$ cat src/rtl/t1fb_pkg.sv
package t1fb_pkg;

  localparam int SF_FRAMES  = 12;
  localparam int ESF_FRAMES = 24;
  localparam int CRC_W      = 6;

  // bit i holds the framing bit of superframe frame i+1
  localparam logic [11:0] SF_ALIGN  = 12'b0011_1011_0001;
  // bit k holds the alignment bit of extended frame 4*(k+1)
  localparam logic [5:0]  ESF_ALIGN = 6'b11_0100;
  // x^6 + x + 1 without the x^6 term
  localparam logic [CRC_W-1:0] CRC_POLY = 6'b00_0011;

  typedef enum logic [1:0] {
    SLOT_ALIGN,
    SLOT_CRC,
    SLOT_LINK
  } slot_e;

  function automatic logic [CRC_W-1:0] crc6_next(input logic [CRC_W-1:0] c,
                                                 input logic b);
    logic fb;
    fb = c[CRC_W-1] ^ b;
    return {c[CRC_W-2:0], 1'b0} ^ (fb ? CRC_POLY : '0);
  endfunction

  function automatic slot_e slot_kind(input logic esf, input logic [1:0] phase);
    if (!esf) return SLOT_ALIGN;
    case (phase)
      2'b01:   return SLOT_CRC;
      2'b11:   return SLOT_ALIGN;
      default: return SLOT_LINK;
    endcase
  endfunction

  function automatic logic align_bit(input logic esf, input logic [4:0] idx);
    return esf ? ESF_ALIGN[idx[4:2]] : SF_ALIGN[idx[3:0]];
  endfunction

  // group 0 (frame 2) sends the MSB
  function automatic logic crc_pick(input logic [CRC_W-1:0] h, input logic [2:0] grp);
    return h[3'd5 - grp];
  endfunction

endpackage

$ cat src/rtl/t1fb_sequencer.sv
module t1fb_sequencer #(
  parameter int SF_FRAMES  = t1fb_pkg::SF_FRAMES,
  parameter int ESF_FRAMES = t1fb_pkg::ESF_FRAMES,
  parameter int IDX_W      = $clog2(ESF_FRAMES)
) (
  input  logic             clk,
  input  logic             rst_n,
  input  logic             frame_start,
  input  logic             cfg_esf,
  output logic [IDX_W-1:0] cur_idx,
  output logic             cur_esf,
  output logic             mf_begin,
  output logic             prev_full
);

  localparam logic [IDX_W-1:0] SF_LAST  = IDX_W'(SF_FRAMES - 1);
  localparam logic [IDX_W-1:0] ESF_LAST = IDX_W'(ESF_FRAMES - 1);

  logic [IDX_W-1:0] fcnt;
  logic             esf_act;
  logic             started;
  logic [IDX_W-1:0] last;

  assign last      = esf_act ? ESF_LAST : SF_LAST;
  assign mf_begin  = frame_start && (!started || fcnt == last);
  assign cur_esf   = mf_begin ? cfg_esf : esf_act;
  assign prev_full = started && esf_act;

  always_comb begin
    if (!frame_start)  cur_idx = fcnt;
    else if (mf_begin) cur_idx = '0;
    else               cur_idx = fcnt + 1'b1;
  end

  always_ff @(posedge clk) begin
    if (!rst_n) begin
      fcnt    <= '0;
      esf_act <= 1'b0;
      started <= 1'b0;
    end else if (frame_start) begin
      fcnt    <= cur_idx;
      esf_act <= cur_esf;
      started <= 1'b1;
    end
  end

  // the active format only moves on a multiframe boundary
  a_r10_fmt_held: assert property (@(posedge clk) disable iff (!rst_n)
    !mf_begin |=> $stable(esf_act));

  // the frame index never leaves the active format's range
  a_r1_idx_range: assert property (@(posedge clk) disable iff (!rst_n)
    fcnt <= last);

endmodule

$ cat src/rtl/t1fb_crc6.sv
module t1fb_crc6 #(
  parameter int CRC_W = t1fb_pkg::CRC_W
) (
  input  logic             clk,
  input  logic             rst_n,
  input  logic             mf_begin,
  input  logic             prev_full,
  input  logic             bit_in,
  output logic [CRC_W-1:0] crc_hold
);
  import t1fb_pkg::*;

  logic [CRC_W-1:0] acc;

  always_ff @(posedge clk) begin
    if (!rst_n) begin
      acc      <= '0;
      crc_hold <= '0;
    end else if (mf_begin) begin
      crc_hold <= prev_full ? acc : '0;
      acc      <= crc6_next('0, bit_in);
    end else begin
      acc      <= crc6_next(acc, bit_in);
    end
  end

  // the sent CRC only changes at a multiframe boundary
  a_r3_hold_steady: assert property (@(posedge clk) disable iff (!rst_n)
    !mf_begin |=> $stable(crc_hold));

  // a boundary after an incomplete multiframe loads zero
  a_r3_zero_after_partial: assert property (@(posedge clk) disable iff (!rst_n)
    mf_begin && !prev_full |=> crc_hold == '0);

endmodule

$ cat src/rtl/t1fb_fbit_mux.sv
module t1fb_fbit_mux #(
  parameter int IDX_W = 5,
  parameter int CRC_W = t1fb_pkg::CRC_W
) (
  input  logic             frame_start,
  input  logic             din,
  input  logic             dl_bit,
  input  logic             cfg_fbit_byp,
  input  logic             cfg_crc_byp,
  input  logic             cfg_dl_byp,
  input  logic             cur_esf,
  input  logic [IDX_W-1:0] cur_idx,
  input  logic [CRC_W-1:0] crc_hold,
  output logic             out_bit
);
  import t1fb_pkg::*;

  slot_e slot;
  logic  fbit_val;

  assign slot = slot_kind(cur_esf, cur_idx[1:0]);

  always_comb begin
    if (cfg_fbit_byp) begin
      fbit_val = din;
    end else begin
      case (slot)
        SLOT_CRC:  fbit_val = cfg_crc_byp ? din : crc_pick(crc_hold, cur_idx[4:2]);
        SLOT_LINK: fbit_val = cfg_dl_byp ? din : dl_bit;
        default:   fbit_val = align_bit(cur_esf, cur_idx);
      endcase
    end
  end

  assign out_bit = frame_start ? fbit_val : din;

endmodule

$ cat src/rtl/t1_fbit_inserter.sv
module t1_fbit_inserter #(
  parameter int SF_FRAMES  = t1fb_pkg::SF_FRAMES,
  parameter int ESF_FRAMES = t1fb_pkg::ESF_FRAMES,
  parameter int CRC_W      = t1fb_pkg::CRC_W
) (
  input  logic clk,
  input  logic rst_n,
  input  logic din,
  input  logic frame_start,
  input  logic dl_bit,
  input  logic cfg_esf,
  input  logic cfg_fbit_byp,
  input  logic cfg_crc_byp,
  input  logic cfg_dl_byp,
  input  logic cfg_j1_crc,
  output logic dout,
  output logic fbit_mark,
  output logic mf_start
);

  localparam int IDX_W = $clog2(ESF_FRAMES);

  logic [IDX_W-1:0] cur_idx;
  logic             cur_esf;
  logic             mf_begin;
  logic             prev_full;
  logic [CRC_W-1:0] crc_hold;
  logic             out_bit;
  logic             crc_feed;
  logic             primed;

  t1fb_sequencer #(
    .SF_FRAMES (SF_FRAMES),
    .ESF_FRAMES(ESF_FRAMES),
    .IDX_W     (IDX_W)
  ) u_seq (
    .clk        (clk),
    .rst_n      (rst_n),
    .frame_start(frame_start),
    .cfg_esf    (cfg_esf),
    .cur_idx    (cur_idx),
    .cur_esf    (cur_esf),
    .mf_begin   (mf_begin),
    .prev_full  (prev_full)
  );

  t1fb_fbit_mux #(
    .IDX_W(IDX_W),
    .CRC_W(CRC_W)
  ) u_mux (
    .frame_start (frame_start),
    .din         (din),
    .dl_bit      (dl_bit),
    .cfg_fbit_byp(cfg_fbit_byp),
    .cfg_crc_byp (cfg_crc_byp),
    .cfg_dl_byp  (cfg_dl_byp),
    .cur_esf     (cur_esf),
    .cur_idx     (cur_idx),
    .crc_hold    (crc_hold),
    .out_bit     (out_bit)
  );

  // T1 counts framing positions as 1, J1 uses what is sent
  assign crc_feed = (frame_start && !cfg_j1_crc) ? 1'b1 : out_bit;

  t1fb_crc6 #(
    .CRC_W(CRC_W)
  ) u_crc (
    .clk      (clk),
    .rst_n    (rst_n),
    .mf_begin (mf_begin),
    .prev_full(prev_full),
    .bit_in   (crc_feed),
    .crc_hold (crc_hold)
  );

  always_ff @(posedge clk) begin
    if (!rst_n) begin
      dout      <= 1'b0;
      fbit_mark <= 1'b0;
      mf_start  <= 1'b0;
      primed    <= 1'b0;
    end else begin
      dout      <= out_bit;
      fbit_mark <= frame_start;
      mf_start  <= mf_begin;
      primed    <= 1'b1;
    end
  end

  // the multiframe strobe only sits on a framing bit
  a_r9_mf_on_fbit: assert property (@(posedge clk) disable iff (!rst_n)
    mf_start |-> fbit_mark);

  // the multiframe strobe lasts one clock
  a_r9_mf_single: assert property (@(posedge clk) disable iff (!rst_n)
    mf_start |=> !mf_start);

  // payload bits come through one clock later
  a_r8_payload_pass: assert property (@(posedge clk) disable iff (!rst_n)
    primed && !fbit_mark |-> dout == $past(din));

  // master bypass leaves framing bits untouched
  a_r7_fbit_bypass: assert property (@(posedge clk) disable iff (!rst_n)
    primed && fbit_mark && $past(cfg_fbit_byp) |-> dout == $past(din));

endmodule

$ cat config.mk
export PLATFORM = sky130hd
export DESIGN_NAME = t1_fbit_inserter
export DESIGN_NICKNAME = d
export VERILOG_FILES = /design/src/rtl/t1fb_pkg.sv /design/src/rtl/t1fb_sequencer.sv /design/src/rtl/t1fb_crc6.sv /design/src/rtl/t1fb_fbit_mux.sv /design/src/rtl/t1_fbit_inserter.sv
export SDC_FILE = /design/constraint.sdc
export NUM_CORES = 1
export LEC_CHECK = 0
export ABC_AREA = 1
export CORE_MARGIN = 4
export CORE_UTILIZATION = 55
export DETAILED_ROUTE_END_ITERATION = 7
export PLACE_DENSITY_LB_ADDON = 0.2
export SYNTH_ARGS = -nofsm -noshare
export SYNTH_HDL_FRONTEND = slang
export SYNTH_SLANG_ARGS = --single-unit
$ cat constraint.sdc
create_clock -name clk -period 7.3 [get_ports clk]
set_input_delay 1.825 -clock clk [delete_from_list [all_inputs] [get_ports clk]]
set_output_delay 1.825 -clock clk [all_outputs]
set_load 0.05 [all_outputs]
# Word level (Yosys, flattened, before mapping)
# Memory sizes are Yosys's and may differ from the RTL's.
# Cells that the tools add are included.
[word_totals]
ff_bits = 22
rom_bits = 24
output_inout_bits = 3
wordCells = 49
memories = 2
[mem_list]
columns = ["memory", "depth", "word_bits", "rd", "rd_clocked_by_memory_dff", "write_ports", "line", "source"]
rows = [
  ["(name not given)", 16, 1, 1, 0, 0, "t1fb_pkg.sv:37", "return esf ? ESF_ALIGN[idx[4:2]] : SF_ALIGN[idx[3:0]];"],
  ["(name not given)", 8, 1, 1, 0, 0, "t1fb_pkg.sv:37", ""],
]
[classes]
n_addsub = 2
order_cmp = 3
n_eq_ne = 5
mux = 21
bitwise = 2
n_reduce_logical = 6
[op_table]
columns = ["operator", "n"]
rows = [
  ["5-bit 2-to-1 mux", 3],
  ["6-bit 2-to-1 mux", 2],
  ["1-bit 2-to-1 mux", 10],
  ["3-bit by 4-bit < comparator with 1-bit output, second input constant", 2],
  ["2-bit 2-to-1 mux", 3],
  ["6-bit XOR", 1],
  ["5-bit by 1-bit adder with 5-bit output, second input constant", 1],
  ["5-bit == test", 1],
  ["4-bit by 5-bit < comparator with 1-bit output, second input constant", 1],
  ["2-bit by 1-bit == test with 1-bit output, second input constant", 2],
  ["2-bit == test, second input constant", 2],
  ["2-bit one-hot mux with 2 select lines", 1],
  ["1-bit binary-select mux with 3-bit select", 1],
  ["1-bit logical AND", 3],
  ["3-bit subtractor, first input constant", 1],
  ["1-bit zero test", 2],
  ["1-bit one-hot mux with 2 select lines", 1],
  ["1-bit logical OR", 1],
  ["1-bit XOR", 1],
]

# Depth between registers and ports, before layout
[depth]
word_depth = 18
mapped_depth = 23
ltp_nobuf = 22

# Cells and area by module
# From an unflattened synthesis, not the netlist that was laid out.
[unflattened]
hier_cells = 174
area_unflattened_um2 = 1146.1
[modules_own_cells]
columns = ["module", "instances", "cells_each", "area_per_inst_um2", "seq_area_each_um2"]
rows = [
  ["t1fb_crc6", 1, 50, 405.4, 240.2],
  ["t1fb_sequencer", 1, 59, 405.4, 140.1],
  ["t1fb_fbit_mux", 1, 52, 237.7, 0.0],
  ["t1_fbit_inserter", 1, 13, 97.6, 60.1],
]

# Worst setup path after synthesis
# OpenSTA, ideal clock, no wires.
[synth_path]
kind = "input -> register"
from = "input frame_start"
to = "register u_crc.acc[1]"
setup_ps = 113
t_arrival_ps = 3505
slack_ps = 3681
stages = 17
n_path_buf = 2
cell_sequence = "buf_6 -> nand2_2 -> buf_6 -> nand2_1 -> o21ai_2 -> inv_2 -> nor3_1 -> inv_1 -> ha_1 -> a21boi_1 -> a21oi_2 -> nand2_2 -> nand3_2 -> nand2_1 -> nand3_1 -> nand3_1 -> nand2_1"
[synth_between]
elab_chain_cells = 15
elab_cells_between_ends = 29
cone_classes = "1 x add/sub; 4 x eq/ne; 18 x mux; 2 x bitwise; 2 x reduce/logical; 2 x memory"
[synth_lines]
columns = ["element", "line", "source"]
rows = [
  ["from (decl)", "t1_fbit_inserter.sv:9", "input logic frame_start,"],
  ["1-bit logical AND", "t1fb_sequencer.sv:25", "assign mf_begin = frame_start && (!started || fcnt == last);"],
  ["5-bit 2-to-1 mux", "t1fb_sequencer.sv:31", "else if (mf_begin) cur_idx = '0;"],
  ["5-bit 2-to-1 mux", "t1fb_sequencer.sv:30", "if (!frame_start) cur_idx = fcnt;"],
  ["3-bit subtractor (tied with other cells)", "t1fb_pkg.sv:42", "return h[3'd5 - grp];"],
  ["1-bit binary-select mux with 3-bit select or 2-bit one-hot mux with 2 select lines (tied branches)", "t1fb_pkg.sv:42, t1fb_pkg.sv:29", ""],
  ["1-bit 2-to-1 mux (implied by the code) or 2-bit 2-to-1 mux (tied branches)", "t1fb_pkg.sv:42, t1fb_pkg.sv:29", ""],
  ["1-bit 2-to-1 mux (tied with other cells)", "t1fb_fbit_mux.sv:28", "SLOT_CRC: fbit_val = cfg_crc_byp ? din : crc_pick(crc_hold, cur_idx[4:2]);"],
  ["1-bit one-hot mux with 2 select lines", "t1fb_fbit_mux.sv:27", "case (slot)"],
  ["1-bit 2-to-1 mux", "t1fb_fbit_mux.sv:24", "if (cfg_fbit_byp) begin"],
  ["1-bit 2-to-1 mux", "t1fb_fbit_mux.sv:35", "assign out_bit = frame_start ? fbit_val : din;"],
  ["1-bit 2-to-1 mux", "t1_fbit_inserter.sv:64", "assign crc_feed = (frame_start && !cfg_j1_crc) ? 1'b1 : out_bit;"],
  ["1-bit XOR", "t1fb_pkg.sv:23", "fb = c[CRC_W-1] ^ b;"],
  ["2-bit 2-to-1 mux", "t1fb_pkg.sv:24", "return {c[CRC_W-2:0], 1'b0} ^ (fb ? CRC_POLY : '0);"],
  ["6-bit XOR", "t1fb_pkg.sv:24", ""],
  ["6-bit 2-to-1 mux (*)", "t1fb_crc6.sv:19", "end else if (mf_begin) begin"],
  ["to (signal assigned)", "t1fb_crc6.sv:21", "acc <= crc6_next('0, bit_in);"],
  ["to (signal assigned)", "t1fb_crc6.sv:23", "acc <= crc6_next(acc, bit_in);"],
  ["to (decl)", "t1fb_crc6.sv:13", "logic [CRC_W-1:0] acc;"],
]
# Mark *: on every way between the ends. The rest lies on a longest branch, timed or not. The select of a mux whose other input is x is not followed.
# A chain may end at the register's enable or synchronous reset.

# Final worst setup path
# Ends and elaborated chain as after synthesis.

==> results <==
- The run finished with clean final reports.
- The count of buffers added by post-CTS timing repair for setup is 0.
- The average wire length per cell after detail routing is roughly 12 um.
- The clock drives 22 sinks.
- The depth of the most critical reg-to-reg path is 19.
- Across the run, the number of max-cap violations was 0.
- Detailed placement finished with a half-perimeter wire length of around 1700 um.
- The DRC violations left is 0.
- The number of warnings reported in the yosys synthesis log is 0.
- The number of antenna violations at the first check in global routing was 0.
- The maximum count of clock buffers along a single path is 2.
- The post-synth design cell area is ~1100 um2.
- The kind of critical path is primary input to flop.
- In the routed layout, each cell is associated on average with a via count of between 5 and 6.
- Setup violations remaining at the end of the flow were counted as 0.
- The synthesized area per cell is 7.178 um2.
- Global routing used between 10% and 20% of the available tracks across all layers.
- The endpoint arrival time on the critical path is ~4.4 ns.
- Setup repair after global routing left no endpoint under its margin.
- The commonest non-fill, non-tap cell in the layout is sky130_fd_sc_hd__nand2_1.
- The number of violations reported at the end of detailed-routing iteration 0 is 40.
- The growth of design area from synthesis to finish is 15.14%.
- When the netlist entered floorplanning its net count stood at 165.
- The number of buffers created by CTS is 3.
- Dividing total power by cell area gives a power density of around 190 nW/um2.
- The first-pass GRT wire length is about 4000 um.
- The path class of the tightest hold or removal check is flop to flop.
- Of the synthesized area, sequential elements account for around two fifths.
- Walking the worst path, the cells encountered are clkdlybuf4s50_1, nand2_2, o21ai_2, inv_2, nor3_1, inv_1, ha_1, a21boi_1, a21oi_2, nand2_2, nand3_2, nand2_1, nand3_1, nand3_1, nand2_1.
- In this run, post-CTS repair resized a total of 0 instances.
- The die height is between 50 and 60 um.
- The fraction of final layout cells with drive strength greater than 1 is roughly a tenth.
- The area of the core is 1802 um2.
- At the later pin of the worst-skew pair, clock insertion delay measures between 0.3 and 0.4 ns.
- The pre-antenna-repair detailed-routing pass consisted of 4 iterations.
- Summed over all layers, the global routing overflow is 0.
- The congestion estimate from routability-driven global placement came to 0.8387.
- The share of the core filled with cells in the final layout is between 60 and 70%.
- TritonCTS built the clock tree.
- For this block, the via count after detailed routing is between 900 and 1k.
- Adding up every negative setup slack in the final design gives 0 ns.
- On the final layout, the worst clock skew is roughly 0.011 ns.
- The antenna diode instance count is 0.
- The die covers ~2800 um2.
- The worst register-to-register path begins at u_seq.fcnt[0].
- The kind of start point of the critical path is a primary input.
- The final routed wirelength across all metal layers is around 2200 um.
- The count of state elements after synthesis is 22.
- The count of nets left with antenna violations after detail routing is 0.
- STA classifies the critical path endpoint as a flop.
- The number of hold buffers added after cts is 0.
- For this run, the slowest stage of the critical path takes between 0.6 and 0.7 ns.
- The worst register-to-register path ends at u_crc.acc[1].
- The highest attainable clock frequency is between 200 and 250 MHz.
- The final number of max-transition violations was 0.
- The worst-case IR drop observed on VDD is approximately 0.17 mV.
- The count of nets after finishing is 180.
- From left edge to right edge, the die measures 52.54 um.
- Row generation in the floorplan step produced 15 rows.
- The start point of the critical path is frame_start.
- After layout, the worst path uses a little under three fifths of the clock period.
- The largest individual stage delay along the critical path comes from the cell sky130_fd_sc_hd__clkdlybuf4s50_1.
- In this run the number of H-tree levels came out at 1.
- The count of buffers inserted at the top-level ports is 12.
- The minimum setup slack among reg-to-reg paths is approximately 4.5 ns.
- The number of failing hold endpoints at the final stage is 0.
- Subtracting the final worst setup slack from the clock period gives approximately 4.1 ns.
- Leaving out fill and tap cells, the most frequent cells in the layout are 35 x sky130_fd_sc_hd__nand2_1, 24 x sky130_fd_sc_hd__inv_1, 22 x sky130_fd_sc_hd__dfxtp_1, 19 x sky130_fd_sc_hd__nor2_1, 12 x sky130_fd_sc_hd__clkdlybuf4s50_1.
- At the worst endpoint, the required time is roughly 7.5 ns.
- The synthesized instance count is roughly 150.
- The actual transition at the worst max-transition pin is 0.5019 ns.
- The worst slew margin relative to its limit is between 60% and 70%.
- The leakage power summed over all cells is around 0.58 nW.
- The buffer type at the clock tree root is sky130_fd_sc_hd__clkbuf_4.
- Clock-pin slew was measured on the worst setup and hold paths at 0.13 ns.
- The capture point of the critical path is u_crc.acc[1].
- The number of global-route vias before repair is approximately 930.
- In this run the count of I/O pins placed on the die edge is 13.
- Once the floorplan was initialized, standard cells occupied between 60% and 70% of the core.
- Of all nets on the critical path, the largest fanout is 12.
- The netlist uses 27 different library cells.
- The largest net degree at the start of global routing is 13.
## cell type report
type	instances	area, um2
Fill cell	162	545.5
Tap cell	25	31.28
Multi-Input combinational cell	101	526.8
Clock buffer	4	36.28
Inverter	27	101.3
Sequential cell	22	440.4
Timing Repair Buffer	12	120.1
## flip-flops by register name, indices dropped and copies added, names as in the netlist
| signal | flops |
|---|---|
| dout | 1 |
| fbit_mark | 1 |
| mf_start | 1 |
| u_crc.acc | 6 |
| u_crc.crc_hold | 6 |
| u_seq.esf_act | 1 |
| u_seq.fcnt | 5 |
| u_seq.started | 1 |
## metal layers
layer / track usage [%] / up-vias / part of all wire [%]
li1: - / 504 / -
met1: 24.47 / 436 / 47
met2: 31.61 / 18 / 47
met3: 3.419 / 4 / 4.3
met4: 6.809 / 0 / 1.1
met5: 0 / - / 0
## report_power, final
part / switching, mW / internal (mW) / total, mW
Clock: 0.0395 / 0.0305 / 0.0700
Sequential: 0.00309 / 0.125 / 0.128
Combinational: 0.0240 / 0.0156 / 0.0397
## synth_stat cells (all sizes together)
master | n | share of area (%)
o21ai | 6 | 3.1
inv | 26 | 8.9
a21boi | 2 | 1.4
nand2 | 39 | 14
nand4 | 4 | 2.9
ha | 3 | 3.4
nand3b | 1 | 0.69
xor2 | 2 | 1.6
nor2 | 19 | 6.5
xnor2 | 2 | 2.3
clkinv | 1 | 0.34
nor3 | 1 | 0.46
buf | 2 | 2.1
o22ai | 4 | 2.3
or2 | 2 | 1.1
dfxtp | 22 | 40
a21oi | 5 | 2.6
nand3 | 11 | 5.5
## worst min-delay path by stage
stage,depth (start not counted),startpoint,to,slack [ns]
4_1_cts,2,u_crc.acc[2],u_crc.acc[3],0.46
3_5_place_dp,2,u_crc.acc[2],u_crc.acc[3],0.44
2_1_floorplan,2,u_crc.acc[4],u_crc.acc[5],0.41
5_1_grt,2,u_crc.acc[3],u_crc.acc[4],0.47
6_report,2,u_crc.acc[3],u_crc.acc[4],0.45
3_3_place_gp,2,u_crc.acc[4],u_crc.acc[5],0.43
## logic make-up (layout without fill, tap and decap cells)
logic type | Yosys count | in the layout | share of synthesized area, %
xor+xnor | 4 | 4 | 3.900
flops | 22 | 22 | 40.37
buf+inv | 29 | 43 | 11.35
fa+ha+maj | 3 | 3 | 3.441
simple gates | 77 | 77 | 31.54
compound gates | 17 | 17 | 9.404
## per-stage QoR
stage	power (mW)	std cells	setup WS [ns]	hold WS (ns)	area, um2
3_3_place_gp	0.1690	187	3.018	0.4277	1220
4_1_cts	0.2362	191	3.178	0.4598	1256
2_1_floorplan	0.1590	152	3.681	0.4104	1091
5_1_grt	0.2471	191	2.886	0.4747	1256
3_5_place_dp	0.1703	187	2.856	0.4384	1220
6_report	0.2379	191	3.170	0.4472	1256
## critical path: cells and delay by family
family	cells	cell delay (ns)
and+or+nand+nor	8	0.96
buffers and inverters	3	0.80
adders and majority gates	1	0.29
AOI/OAI and AO/OA	3	0.50
No activity file was read; power rests on OpenSTA's default activity.
